## src/rtl/sw_pkg.sv

```systemverilog
package sw_pkg;
    localparam int CMD_W      = 8;
    localparam int SEL_W      = 4;
    // command bit positions (decoded by this block)
    localparam int B_LATCH    = 7;
    localparam int B_MAIN_ON  = 6;
    localparam int B_MAIN_Y   = 5;
    localparam int B_MAIN_HZ  = 4;
    localparam int B_PROG_ON  = 3;
    localparam int B_PROG_12V = 2;
    localparam int B_PROG_HZ  = 1;
    localparam int B_MASK     = 0;
    // one-hot selection codes
    localparam logic [SEL_W-1:0] M_GND  = 4'b0001;
    localparam logic [SEL_W-1:0] M_SRCX = 4'b0010;
    localparam logic [SEL_W-1:0] M_SRCY = 4'b0100;
    localparam logic [SEL_W-1:0] M_HIZ  = 4'b1000;
    localparam logic [SEL_W-1:0] P_GND  = 4'b0001;
    localparam logic [SEL_W-1:0] P_MAIN = 4'b0010;
    localparam logic [SEL_W-1:0] P_12V  = 4'b0100;
    localparam logic [SEL_W-1:0] P_HIZ  = 4'b1000;

    typedef struct packed {
        logic [CMD_W-1:0] op;
        logic [CMD_W-1:0] sus;
    } latch_t;

    typedef struct packed {
        logic [SEL_W-1:0] main_sel;
        logic [SEL_W-1:0] prog_sel;
        logic             mask;
    } rail_t;
endpackage

```

## src/rtl/sw_cmd_latches.sv

```systemverilog
module sw_cmd_latches
    import sw_pkg::*;
(
    input  logic             clk,
    input  logic             rst_n,
    input  logic             cmd_valid,
    input  logic [CMD_W-1:0] cmd_byte,
    input  logic             susp_n,
    output logic [CMD_W-1:0] active_cmd
);
    latch_t lat_d, lat_q;

    always_comb begin
        lat_d = lat_q;
        if (cmd_valid) begin
            if (cmd_byte[B_LATCH]) lat_d.op  = cmd_byte;
            else                   lat_d.sus = cmd_byte;
        end
    end

    always_ff @(posedge clk or negedge rst_n) begin
        if (!rst_n) lat_q <= '0;
        else        lat_q <= lat_d;
    end

    assign active_cmd = susp_n ? lat_q.op : lat_q.sus;

    AST_OP_LOAD: assert property (@(posedge clk) disable iff (!rst_n)
        (cmd_valid && cmd_byte[B_LATCH]) |=> (lat_q.op == $past(cmd_byte))) else $error("op load");
    AST_SUS_UNTOUCHED: assert property (@(posedge clk) disable iff (!rst_n)
        (cmd_valid && cmd_byte[B_LATCH]) |=> $stable(lat_q.sus)) else $error("sus touched");
    AST_OP_UNTOUCHED: assert property (@(posedge clk) disable iff (!rst_n)
        (cmd_valid && !cmd_byte[B_LATCH]) |=> $stable(lat_q.op)) else $error("op touched");
endmodule

```

## src/rtl/sw_rail_decode.sv

```systemverilog
module sw_rail_decode
    import sw_pkg::*;
(
    input  logic             clk,
    input  logic             rst_n,
    input  logic [CMD_W-1:0] active_cmd,
    output rail_t            rail
);
    rail_t rail_d, rail_q;

    always_comb begin
        rail_d = rail_q;
        // main rail: high-Z wins over on
        if (active_cmd[B_MAIN_HZ])       rail_d.main_sel = M_HIZ;
        else if (!active_cmd[B_MAIN_ON]) rail_d.main_sel = M_GND;
        else if (active_cmd[B_MAIN_Y])   rail_d.main_sel = M_SRCY;
        else                             rail_d.main_sel = M_SRCX;
        // programming rail: high-Z wins over on
        if (active_cmd[B_PROG_HZ])       rail_d.prog_sel = P_HIZ;
        else if (!active_cmd[B_PROG_ON]) rail_d.prog_sel = P_GND;
        else if (active_cmd[B_PROG_12V]) rail_d.prog_sel = P_12V;
        else                             rail_d.prog_sel = P_MAIN;
        rail_d.mask = active_cmd[B_MASK];
    end

    always_ff @(posedge clk or negedge rst_n) begin
        if (!rst_n) begin
            rail_q.main_sel <= M_GND;
            rail_q.prog_sel <= P_GND;
            rail_q.mask     <= 1'b0;
        end else begin
            rail_q <= rail_d;
        end
    end

    assign rail = rail_q;

    AST_MAIN_ONEHOT: assert property (@(posedge clk) disable iff (!rst_n)
        $countones(rail_q.main_sel) == 1) else $error("main not one-hot");
    AST_PROG_ONEHOT: assert property (@(posedge clk) disable iff (!rst_n)
        $countones(rail_q.prog_sel) == 1) else $error("prog not one-hot");
    AST_MAIN_HIZ_WINS: assert property (@(posedge clk) disable iff (!rst_n)
        active_cmd[B_MAIN_HZ] |=> rail_q.main_sel[3]) else $error("main hiz");
    AST_PROG_HIZ_WINS: assert property (@(posedge clk) disable iff (!rst_n)
        active_cmd[B_PROG_HZ] |=> rail_q.prog_sel[3]) else $error("prog hiz");
    AST_MASK_TRACK: assert property (@(posedge clk) disable iff (!rst_n)
        1'b1 |=> (rail_q.mask == $past(active_cmd[B_MASK]))) else $error("mask");
endmodule

```

## src/rtl/sw_chan_ctrl.sv

```systemverilog
module sw_chan_ctrl
    import sw_pkg::*;
(
    input  logic             clk,
    input  logic             rst_n,
    input  logic             cmd_valid,
    input  logic [7:0]       cmd_byte,
    input  logic             susp_n,
    output logic [3:0]       main_sel,
    output logic [3:0]       prog_sel,
    output logic             fault_mask
);
    logic [CMD_W-1:0] active_cmd;
    rail_t            rail;

    sw_cmd_latches i_latches (
        .clk        (clk),
        .rst_n      (rst_n),
        .cmd_valid  (cmd_valid),
        .cmd_byte   (cmd_byte),
        .susp_n     (susp_n),
        .active_cmd (active_cmd)
    );

    sw_rail_decode i_decode (
        .clk        (clk),
        .rst_n      (rst_n),
        .active_cmd (active_cmd),
        .rail       (rail)
    );

    assign main_sel   = rail.main_sel;
    assign prog_sel   = rail.prog_sel;
    assign fault_mask = rail.mask;

    AST_RESET_GND: assert property (@(posedge clk)
        $rose(rst_n) |-> (main_sel == M_GND && prog_sel == P_GND && !fault_mask)) else $error("reset state");
endmodule

```

## config.mk

```make
export PLATFORM = sky130hd
export DESIGN_NAME = sw_chan_ctrl
export DESIGN_NICKNAME = d
export VERILOG_FILES = /design/src/rtl/sw_pkg.sv /design/src/rtl/sw_cmd_latches.sv /design/src/rtl/sw_rail_decode.sv /design/src/rtl/sw_chan_ctrl.sv
export SDC_FILE = /design/constraint.sdc
export NUM_CORES = 1
export LEC_CHECK = 0
export ABC_AREA = 1
export CAP_MARGIN = 20
export CELL_PAD_IN_SITES_DETAIL_PLACEMENT = 1
export CELL_PAD_IN_SITES_GLOBAL_PLACEMENT = 1
export CORE_UTILIZATION = 39
export DETAILED_ROUTE_END_ITERATION = 6
export GPL_TIMING_DRIVEN = 1
export PLACE_DENSITY_LB_ADDON = 0.1
export SLEW_MARGIN = 20
export SYNTH_ARGS = -nofsm -noshare
export SYNTH_HDL_FRONTEND = slang
export SYNTH_HIERARCHICAL = 1
export SYNTH_SLANG_ARGS = --single-unit
```

## constraint.sdc

```tcl
create_clock -name clk -period 1.6 [get_ports clk]
set_clock_uncertainty 0.05 [all_clocks]
set_input_delay 0.48 -clock clk [delete_from_list [all_inputs] [get_ports clk]]
set_output_delay 0.48 -clock clk [all_outputs]
set_load 0.05 [all_outputs]
```

==> flow_summary.json <==
{
  "critical_path_class": "register to output pin",
  "drv_slew": 0,
  "mostFrequentLayoutCells": "nand2_1 (39), dfrtp_1 (21), nand3_1 (14), clkdlybuf4s50_1 (10)",
  "status": "complete, no violations",
  "setup_ws_ps": 63.9,
  "die_w_um": 51.4,
  "cp_max_fo": 1,
  "drt_iter0_markers": 6,
  "num_vias": 771,
  "worst_setup_path_end_kind": "output pin",
  "max_freq_mhz": 651,
  "hold_class": "primary input to asynchronous set/reset pin",
  "cts.reportedPaths.clkPinSlew_ps": 130,
  "required_ps": 1070,
  "avgSynthCellArea_um2": 9.06,
  "io_buffer_count": 20,
  "grt_max_degree": 17,
  "setup_tns_ps": 0,
  "ant_nets": 0,
  "grt-ovfl-total": 0,
  "fin_nets": 147,
  "cts_tree": "done",
  "finalPower_w": 0.00138,
  "grt_usage": 0.177,
  "finalHoldViolations": 0,
  "timing.final.crit_share": 0.960,
  "cts-resized-gates": 1,
  "p_leak_nw": 0.687,
  "synth_warnings": 6,
  "grt_pass1_wl_mm": 3.33,
  "drc": 0,
  "cp_cell_sequence": "buf_12",
  "tightest_slew_ps": 413,
  "die-area_mm2": 0.00264,
  "grt_pass1_vias": 747,
  "cts_max_level": 1,
  "numCtsBuffers": 3,
  "antenna_found_initial": 0,
  "ir_drop_uv": 652,
  "drive_gt1_frac": 0.201,
  "cts_hold_buf": 0,
  "path_buf_inv": 1,
  "period_minus_slack_ps": 1540,
  "slew-limit-headroom": 0.724,
  "root_buffer": "clkbuf_4",
  "powerDensity_mw_per_mm2": 1040,
  "antenna_cells": 0,
  "wl_per_cell_um": 12.8,
  "fp-row-count": 17,
  "boundaryPins": 21,
  "wl_mm": 2.07,
  "clk_path_buf_depth": 2,
  "critPathTopFamily": "flip-flops",
  "routed_via_density": 4.76,
  "setup_violations": 0,
  "insertion_delay_ps": 300,
  "crit_path_start_kind": "register",
  "die_h_um": 51.4,
  "synth_fp_nets": 117,
  "postCtsSetupBuffers": 0,
  "finalWeightedCongestion": 0.752,
  "start_util": 0.422,
  "fin_hold_ws_ps": 417,
  "cap_violations": 0,
  "final_common_cell": "nand2_1",
  "critical_path.max_stage_delay_ps": 570,
  "rsz0062_at_grt": "false",
  "syn2layout_area_growth_pct": 40.1,
  "core_area_mm2": 0.00225,
  "cp.arrival_ps": 1010,
  "synth.cell_area_um2": 951,
  "place_ws_ps": -381,
  "dp_hpwl_mm": 1.67,
  "cts.sinks": 23,
  "firstDrtPassIters": 4,
  "syn_inst": 105,
  "slowest_stage": "dfstp_2"
}
[cell type report]
cell class | instances | area, µm²
fill | 277 | 922
clock inverter | 1 | 5.00
multi-input combinational | 68 | 292
inverter | 10 | 40.0
clock buffer | 3 | 22.5
sequential | 23 | 578
tap | 28 | 35.0
timing repair buffer | 29 | 360
[per-stage QoR]
stage	utilization	instances	instance area, µm²
after floorplan	-	105	951
after global placement	0.578	158	1300
after detailed placement	0.578	158	1300
after CTS	0.590	162	1330
after global routing	0.591	162	1330
final	0.591	162	1330
[registers in the layout, summed over array words and instances, names as in the netlist]
register         count
i_decode/rail        9
i_latches/lat_q     14
[worst paths after layout]
| path | depth (start not counted) | slack (ps) | end | start |
|---|---|---|---|---|
| max | 1 | 60 | prog_sel[0] | i_decode/rail[1] |
| min | 2 | 420 | i_decode/rail[0] | rst_n |
| max reg2reg | 5 | 530 | i_decode/rail[2] | i_latches/lat_q[1] |
| min reg2reg | 2 | 440 | i_latches/lat_q[1] | i_latches/lat_q[1] |
| max in group asynchronous | 2 | 850 | i_latches/lat_q[0] | rst_n |
| min in group clk | 2 | 440 | i_latches/lat_q[1] | i_latches/lat_q[1] |
[per-layer routing]
metal | wire length (µm) | track usage
met3 | 105 | 0.0387
met2 | 1020 | 0.294
met1 | 922 | 0.215
met4 | 25 | 0.0901
met5 | 0 | 0
[where the power goes]
group	switching [W]	total [W]	internal, W
combinational	0.000218	0.000408	0.000190
sequential	0.0000533	0.000714	0.000661
clock	0.000167	0.000261	0.0000931
(Power assumes the default switching activity.)
